==> src/rtl/pcf_pkg.sv <==
package pcf_pkg;

    localparam int BYTE_W  = 8;
    localparam int PHASE_W = 3;

    typedef logic [BYTE_W-1:0] byte_t;

    // message byte that follows the status byte on a preload
    localparam byte_t MSG_FILL = '0;

    // one cycle of requests toward the data queue
    typedef struct packed {
        logic  clear;
        logic  load_sts;
        logic  push;
        logic  pop;
        logic  zero_rd;
        byte_t wdata;
        byte_t sts;
    } fifo_req_t;

    function automatic logic phase_is_out(input logic [PHASE_W-1:0] ph);
        return ph == '0;
    endfunction

endpackage

==> src/rtl/pcf_data_fifo.sv <==
module pcf_data_fifo
    import pcf_pkg::*;
#(
    parameter int DEPTH = 16,
    localparam int PW = $clog2(DEPTH),
    localparam int CW = PW + 2
) (
    input  logic                 clk,
    input  logic                 rst,
    input  fifo_req_t            req,
    output byte_t                rd_byte,
    output logic [PW-1:0]        rd_ptr,
    output logic [PW-1:0]        wr_ptr,
    output logic signed [CW-1:0] residual,
    output logic                 drop
);

    byte_t                 mem [DEPTH];
    logic                  push_ok, pop_ok;
    logic [PW-1:0]         nxt_r, nxt_w;
    logic signed [CW-1:0]  delta;

    always_comb begin
        push_ok = req.push && (wr_ptr != PW'(DEPTH - 1));
        pop_ok  = req.pop && (rd_ptr < wr_ptr);
        drop    = req.push && !push_ok;
        nxt_r   = rd_ptr + PW'(pop_ok);
        nxt_w   = wr_ptr + PW'(push_ok);
        if (nxt_r == nxt_w) begin
            nxt_r = '0;
            nxt_w = '0;
        end
        case ({push_ok, pop_ok})
            2'b10:   delta = CW'(1);
            2'b01:   delta = {CW{1'b1}};
            default: delta = '0;
        endcase
    end

    always_ff @(posedge clk) begin
        if (req.load_sts) begin
            mem[0] <= req.sts;
            mem[1] <= MSG_FILL;
        end else if (push_ok) begin
            mem[wr_ptr] <= req.wdata;
        end
    end

    always_ff @(posedge clk) begin
        if (rst) begin
            rd_ptr   <= '0;
            wr_ptr   <= '0;
            residual <= '0;
            rd_byte  <= '0;
        end else if (req.clear) begin
            rd_ptr   <= '0;
            wr_ptr   <= '0;
            residual <= '0;
        end else if (req.load_sts) begin
            rd_ptr   <= '0;
            wr_ptr   <= PW'(2);
            residual <= CW'(2);
        end else begin
            rd_ptr   <= nxt_r;
            wr_ptr   <= nxt_w;
            residual <= residual + delta;
            if (pop_ok)
                rd_byte <= mem[rd_ptr];
            else if (req.zero_rd)
                rd_byte <= '0;
        end
    end

    assert_ptr_order_R4: assert property (@(posedge clk) disable iff (rst)
        rd_ptr <= wr_ptr);

    assert_meet_snaps_R5: assert property (@(posedge clk) disable iff (rst)
        (rd_ptr == wr_ptr) |-> (wr_ptr == '0));

    assert_count_tracks_R1: assert property (@(posedge clk) disable iff (rst)
        residual == {2'b00, PW'(wr_ptr - rd_ptr)});

    assert_limit_drop_R2: assert property (@(posedge clk) disable iff (rst)
        (req.push && wr_ptr == PW'(DEPTH - 1) && !req.pop && !req.clear && !req.load_sts)
        |=> ($stable(wr_ptr) && $stable(residual)));

    assert_zero_read_R3: assert property (@(posedge clk) disable iff (rst)
        (req.zero_rd && !req.clear && !req.load_sts)
        |=> (rd_byte == '0 && $stable(rd_ptr)));

    assert_status_load_R6: assert property (@(posedge clk) disable iff (rst)
        (req.load_sts && !req.clear)
        |=> (wr_ptr == PW'(2) && rd_ptr == '0 && residual == CW'(2)));

    assert_clear_R7: assert property (@(posedge clk) disable iff (rst)
        req.clear |=> (residual == '0 && wr_ptr == '0 && rd_ptr == '0));

endmodule

==> src/rtl/pcf_cmd_buf.sv <==
module pcf_cmd_buf
    import pcf_pkg::*;
#(
    parameter int CMD_DEPTH = 32,
    localparam int LW = $clog2(CMD_DEPTH + 1),
    localparam int IW = $clog2(CMD_DEPTH)
) (
    input  logic          clk,
    input  logic          rst,
    input  logic          clear,
    input  logic          push,
    input  byte_t         wdata,
    input  logic [IW-1:0] rd_idx,
    output logic [LW-1:0] cmd_len,
    output byte_t         rd_byte,
    output logic          drop
);

    byte_t mem [CMD_DEPTH];
    logic  accept;

    always_comb begin
        accept  = push && !clear && (cmd_len != LW'(CMD_DEPTH));
        drop    = push && !clear && !accept;
        rd_byte = mem[rd_idx];
    end

    always_ff @(posedge clk) begin
        if (accept)
            mem[cmd_len[IW-1:0]] <= wdata;
    end

    always_ff @(posedge clk) begin
        if (rst || clear)
            cmd_len <= '0;
        else if (accept)
            cmd_len <= cmd_len + LW'(1);
    end

    assert_cmd_bound_R9: assert property (@(posedge clk) disable iff (rst)
        cmd_len <= LW'(CMD_DEPTH));

    assert_cmd_full_hold_R9: assert property (@(posedge clk) disable iff (rst)
        (push && !clear && cmd_len == LW'(CMD_DEPTH)) |=> (cmd_len == LW'(CMD_DEPTH)));

    assert_cmd_grow_R8: assert property (@(posedge clk) disable iff (rst)
        (push && !clear && cmd_len != LW'(CMD_DEPTH))
        |=> (cmd_len == $past(cmd_len) + LW'(1)));

endmodule

==> src/rtl/pio_fifo_cmdcap.sv <==
module pio_fifo_cmdcap
    import pcf_pkg::*;
#(
    parameter int BUF_DEPTH = 16,
    parameter int CMD_DEPTH = 32,
    localparam int PW = $clog2(BUF_DEPTH),
    localparam int CW = PW + 2,
    localparam int LW = $clog2(CMD_DEPTH + 1),
    localparam int IW = $clog2(CMD_DEPTH)
) (
    input  logic                 clk,
    input  logic                 rst,
    input  logic                 wr_en,
    input  logic [7:0]           wr_data,
    input  logic                 rd_en,
    input  logic [2:0]           bus_phase,
    input  logic                 capture_mode,
    input  logic                 sel_start,
    input  logic                 status_load,
    input  logic [7:0]           status_byte,
    input  logic                 flush,
    input  logic [IW-1:0]        cmd_rd_idx,
    output logic [7:0]           rd_data,
    output logic signed [CW-1:0] residual,
    output logic [PW:0]          fill_level,
    output logic                 overrun,
    output logic [LW-1:0]        cmd_len,
    output logic [7:0]           cmd_rd_data
);

    fifo_req_t     req;
    logic          busy_ctl;
    logic          cmd_push;
    logic          fifo_drop, cmd_drop;
    logic [PW-1:0] rd_ptr, wr_ptr;

    always_comb begin
        busy_ctl     = sel_start || status_load;
        req.clear    = sel_start;
        req.load_sts = status_load && !sel_start;
        req.push     = wr_en && !capture_mode && !busy_ctl;
        req.pop      = rd_en && !phase_is_out(bus_phase) && !busy_ctl;
        req.zero_rd  = rd_en && phase_is_out(bus_phase) && !busy_ctl;
        req.wdata    = wr_data;
        req.sts      = status_byte;
        cmd_push     = wr_en && capture_mode && !busy_ctl;
        fill_level   = {1'b0, wr_ptr} - {1'b0, rd_ptr};
    end

    pcf_data_fifo #(.DEPTH(BUF_DEPTH)) u_data (
        .clk      (clk),
        .rst      (rst),
        .req      (req),
        .rd_byte  (rd_data),
        .rd_ptr   (rd_ptr),
        .wr_ptr   (wr_ptr),
        .residual (residual),
        .drop     (fifo_drop)
    );

    pcf_cmd_buf #(.CMD_DEPTH(CMD_DEPTH)) u_cmd (
        .clk     (clk),
        .rst     (rst),
        .clear   (sel_start),
        .push    (cmd_push),
        .wdata   (wr_data),
        .rd_idx  (cmd_rd_idx),
        .cmd_len (cmd_len),
        .rd_byte (cmd_rd_data),
        .drop    (cmd_drop)
    );

    always_ff @(posedge clk) begin
        if (rst)
            overrun <= 1'b0;
        else if (fifo_drop || cmd_drop)
            overrun <= 1'b1;
        else if (flush)
            overrun <= 1'b0;
    end

    assert_overrun_sticky_R10: assert property (@(posedge clk) disable iff (rst)
        (overrun && !flush) |=> overrun);

    assert_drop_flags_R2: assert property (@(posedge clk) disable iff (rst)
        (fifo_drop || cmd_drop) |=> overrun);

    assert_capture_keeps_queue_R8: assert property (@(posedge clk) disable iff (rst)
        (cmd_push && !rd_en) |=> $stable(residual));

endmodule

==> config.mk <==
export PLATFORM = sky130hd
export DESIGN_NAME = pio_fifo_cmdcap
export DESIGN_NICKNAME = d
export VERILOG_FILES = /design/src/rtl/pcf_pkg.sv /design/src/rtl/pcf_data_fifo.sv /design/src/rtl/pcf_cmd_buf.sv /design/src/rtl/pio_fifo_cmdcap.sv
export SDC_FILE = /design/constraint.sdc
export NUM_CORES = 1
export LEC_CHECK = 0
export BUFFER_PORTS_ARGS = -buffer_cell sky130_fd_sc_hd__buf_2
export CORE_MARGIN = 1.5
export CORE_UTILIZATION = 44
export DETAILED_ROUTE_END_ITERATION = 10
export PLACE_DENSITY = 0.62
export SLEW_MARGIN = 25
export SYNTH_ARGS = -nofsm -noshare
export SYNTH_HDL_FRONTEND = slang
export SYNTH_SLANG_ARGS = --single-unit
==> constraint.sdc <==
create_clock -name clk -period 7.2 [get_ports clk]
set_input_delay 2.16 -clock clk [delete_from_list [all_inputs] [get_ports clk]]
set_output_delay 2.16 -clock clk [all_outputs]
set_load 0.02 [all_outputs]
==> After elaboration in Yosys (flattened, before gate mapping) <==
Memories as Yosys holds them, arrays and structs flattened. A register that Yosys moved wholly into a read port is not among the register bits.
Index checks and enable logic that the tools add are counted.
{ "classes": {"magnitude_cmp": 1, "n_eq_ne": 5, "add_sub_neg": 5, "reduce_logical": 32, "bitwise_logic": 2, "muxes": 19} }
{ "op_table": {"columns": ["operator", "n"], "rows": [
  ["8-bit 2-to-1 mux", 3],
  ["1-bit logical AND", 15],
  ["6-bit case mux with 2 select lines", 1],
  ["1-bit 2-to-1 mux", 10],
  ["4-bit by 1-bit adder with 4-bit output", 2],
  ["4-bit 2-to-1 mux", 2],
  ["8-bit OR reduction", 1],
  ["6-bit by 1-bit adder with 6-bit output (second input constant)", 1],
  ["6-bit adder", 1],
  ["1-bit logical NOT", 6],
  ["2-bit 2-to-1 mux", 3],
  ["6-bit inequality test (second input constant)", 1],
  ["4-bit by 4-bit subtractor with 5-bit output", 1],
  ["4-bit == test", 1],
  ["4-bit less-than comparator", 1],
  ["4-bit inequality test (second input constant)", 1],
  ["2-bit nonzero test", 2],
  ["4-bit OR reduction", 1],
  ["3-bit logical NOT", 1],
  ["1-bit logical OR", 3],
  ["3-bit AND reduction", 1],
  ["3-bit OR reduction", 1],
  ["2-bit by 1-bit == test with 1-bit output (second input constant)", 1],
  ["2-bit == test (second input constant)", 1],
  ["2 further kinds", 3]
]} }
{ "totals": {"out_inout_bits": 34, "memories": 2, "input_bits": 32, "word_cells": 74, "ff_bits": 29, "ramBits": 384} }
{ "mem_list": {"columns": ["name", "depth", "word_bits", "rd", "rd_ports_with_merged_regs", "wr", "line_no", "source"], "rows": [
  ["u_cmd.mem", 32, 8, 1, 0, 1, "pcf_cmd_buf.sv:19", "byte_t mem [CMD_DEPTH];"],
  ["u_data.mem", 16, 8, 1, 1, 2, "pcf_data_fifo.sv:18", "byte_t mem [DEPTH];"]
]} }

==> Depth between registers and ports, before layout <==
{ "logic_depth": {"ltp_word": 9, "ltp_mapped": 16, "mapped_depth_nobuf": 14} }

==> Cells and area by module <==
A second synthesis with hierarchy kept.
{ "unflattened": {"hier_cells": 845, "hier_area_um2": 16704.8} }
{ "modules_own_cells": {"columns": ["module", "seq_area_each_um2", "cells_each", "area_per_inst_um2", "instances"], "rows": [
  ["pcf_cmd_buf", 7807.5, 446, 10231.1, 1],
  ["pcf_data_fifo", 4284.1, 368, 6256.0, 1],
  ["pio_fifo_cmdcap", 20.0, 31, 217.7, 1]
]} }

==> Least setup slack after synthesis <==
OpenSTA, ideal clock, no wires.
{ "synth_timing": {"path_type": "input-to-output", "start": "input cmd_rd_idx[1]", "end": "output cmd_rd_data[0]", "stages": 5, "t_required_ns": 5.040, "path_slack_ns": 1.128, "arrival_time_ns": 3.912, "path_buffers": 2, "path_cell_list": "clkbuf_1 > clkbuf_1 > mux4_2 > mux4_2 > mux2_2"} }
{ "synth_between": {"elab_chain_cells": 1} }
{ "synth_rtl": {"columns": ["element", "line_no", "source"], "rows": [
  ["start: declaration", "pio_fifo_cmdcap.sv:22", "input logic [IW-1:0] cmd_rd_idx,"],
  ["memory read 32 x 8 bit", null, null],
  ["end: declaration", "pio_fifo_cmdcap.sv:28", "output logic [7:0] cmd_rd_data"]
]} }
No other way between the ends.

==> Worst setup path after layout <==
{ "layout_timing": {"start": "input cmd_rd_idx[1]", "end": "output cmd_rd_data[1]"} }
Same word-level chain as after synthesis.

==> impl_metrics.ini <==
[status]
status = finished clean

[grt]
grt_pass1_wl_microns = 52400
grt_max_degree = 49
grt_pass1_vias = 8067
grtUsageTotal = 0.186
antenna_found_initial = 0
overflow = 0

[clock_tree]
clk_latency_ns = 0.56
clock-sinks = 413
htree_levels = 2
cts_buffers = 43
post_cts_resized = 0
cts_buffer_depth = 3
cts_root_buffer = clkbuf_16
clk_pin_slew_ns = 0.06
cts_tree = built
postCtsSetupBuffers = 0
ctsHoldBuffers = 0

[pwr]
p_per_area_mw_per_mm2 = 265
p_leak_uw = 0.00606
p_total_uw = 4980
irDropWorstVdd_mv = 0.179

[die]
fp.dieArea_sq_mm = 0.0387
io-pin-count = 66
coreArea_sq_mm = 0.0368
placementRows = 70
initial_core_util = 0.449
die_w_microns = 197
die_y_microns = 197

[setup_path]
cp_max_fo = 24
cp.required_ns = 5.04
startpoint_type = input pin
critical_path.top_delay_family = multiplexers
crit_chain = buf_2 -> buf_12 -> mux4_2 -> mux4_2 -> mux2_2 -> buf_2
cp.arrival_ns = 4.23
crit_buf_inv = 3
cpMaxStageDelayCell = mux4_2
critPathKind = input pin to output port
end_kind = output port
critPathMaxStageDelay_ns = 0.52

[finish]
syn_to_final_growth_pct = 13.9
layout-drive-gt1-share = 0.297
nNetsFinal = 967
antenna_cells = 0

[sta]
holdWs_ns = 0.485
rsz0062_at_grt = false
slew_viol_final = 0
setup_tns_ns = 0
worst_pin_slew_ns = 1.05
fin_crit_sh = 0.887
final-setup-viol-count = 0
skew_ns = 0.0217
fmax_ghz = 0.157
post-route-min-period_ns = 6.39
finalHoldViolCount = 0
slew_headroom = 0.298

[routing]
drtIter0Drc = 664
routed_via_density = 5.61
num_vias = 7965
routed_wl_microns = 35200
wl_per_cell_microns = 24.8
dr.pass1.iters = 5
drtAntennaViolNets = 0
post-route-drc-count = 0

[placed_design]
hpwl_microns = 21600
io_buffers = 65
gp_congestion = 0.766

[yosys]
syn_area_per_cell_sq_um = 20.0
synth_edf_count = 384
ys_types = 42
async_flop_share = 0
yosys_register_bits = 413
syn_inst = 827
syn_area_sq_mm = 0.0165
seq_area_frac_synth = 0.734
synth_ff_type = edfxtp_1
ys_warn_count = 0

[hold_path]
min_path_type = register to register

[run]
cap_violations = 0
[Yosys cell counts, drive strengths merged, types with 7 or more instances]
master	number	area share
a21oi	8	0.0024
a22o	9	0.0048
a22oi	17	0.0077
and2	9	0.0034
buf	19	0.0066
clkbuf	16	0.0036
dfxtp	29	0.035
edfxtp	384	0.70
ha	16	0.012
inv	15	0.0034
mux2	16	0.011
mux4	112	0.15
nand2	20	0.0045
nor2	72	0.016
o21ai	7	0.0021
or3	7	0.0027
xnor2	13	0.0069
xor2	9	0.0048
[kinds of logic (layout without fill, tap and decap cells)]
group	Yosys count	in the layout	synth area share
flip-flops	413	413	0.734
adder cells (fa/ha/maj)	17	17	0.0133
AO/OA/AOI/OAI	49	49	0.0208
multiplexers	128	128	0.164
AND/OR/NAND/NOR	147	147	0.0425
XOR/XNOR	22	22	0.0117
other	1	8	0.000227
buffers and inverters	50	167	0.0136
[per-stage QoR]
stage	util	instances	worst slack [ns]	area [sq um]
after floorplan	-	834	1.13	16500
after global placement	0.473	1341	0.819	17400
after detailed placement	0.473	1341	0.797	17400
after CTS	0.511	1419	0.793	18800
after global routing	0.511	1419	0.737	18800
final	0.511	1419	0.814	18800
[placed cells by master, fill, tap and decap left out, drive strengths merged, types with 4 or more instances in the layout]
| cell type | count |
|---|---|
| edfxtp | 384 |
| mux4 | 112 |
| buf | 74 |
| nor2 | 72 |
| clkbuf | 51 |
| dfxtp | 29 |
| nand2 | 20 |
| inv | 18 |
| clkinv | 18 |
| a22oi | 17 |
| mux2 | 16 |
| ha | 16 |
| xnor2 | 13 |
| xor2 | 9 |
| and2 | 9 |
| a22o | 9 |
| a21oi | 8 |
| conb | 8 |
| or3 | 7 |
| o21ai | 7 |
| nor2b | 6 |
| nand3b | 6 |
| nand3 | 6 |
| nor3 | 5 |
| nand4 | 4 |
[sequential cells by signal, indices dropped and copies added, names as in the netlist]
name	count
overrun	1
u_data.rd_ptr	4
u_data.wr_ptr	4
u_data.residual	6
u_data.mem	128
u_data.rd_byte	8
u_cmd.mem	256
u_cmd.cmd_len	6
[area by class of cell]
| cell class | instances | area (sq um) |
|---|---|---|
| Sequential cell | 413 | 12100 |
| Inverter | 15 | 56.3 |
| Timing Repair Buffer | 74 | 433 |
| Tap cell | 468 | 586 |
| Multi-Input combinational cell | 371 | 4220 |
| Clock inverter | 27 | 223 |
| Fill cell | 2955 | 18000 |
| Clock buffer | 51 | 1160 |
[worst reg2reg max path: stages (launching register included)]
cell and delay (ns):
dfxtp_1 0.61, ha_1 0.34, nand4_1 0.09, o21ai_0 0.11
a21oi_1 0.17, nor3b_1 0.47, ha_1 0.50, xor2_1 0.13
ha_1 0.23, a22o_1 0.20, a22oi_1 0.20, xnor2_1 0.15
nor2_1 0.06
[power by group]
group | total, uW | internal [uW] | switching, uW | leakage, uW
Combinational | 187 | 76.6 | 110 | 0.00169
Clock | 2160 | 1260 | 904 | 0.000677
Sequential | 2640 | 2630 | 4.27 | 0.00370
[worst paths after layout]
check             slack (ns)               from            endpoint  depth (start not counted)
setup reg to reg        3.84   u_data.wr_ptr[1]  u_data.residual[4]                         12
hold / removal          0.49  u_data.rd_byte[2]   u_data.rd_byte[2]                          1
hold reg to reg         0.49  u_data.rd_byte[2]   u_data.rd_byte[2]                          1
setup / recovery        0.81      cmd_rd_idx[1]      cmd_rd_data[1]                          6
[metal layers]
layer / track usage / up-vias / wire, microns
met2: 0.300 / 229 / 17200
met5: 0 / - / 0
li1: - / 3537 / -
met1: 0.261 / 4152 / 15200
met4: 0.0548 / 0 / 795
met3: 0.0315 / 47 / 1940
Note: power is estimated with default switching activity, not from simulation.
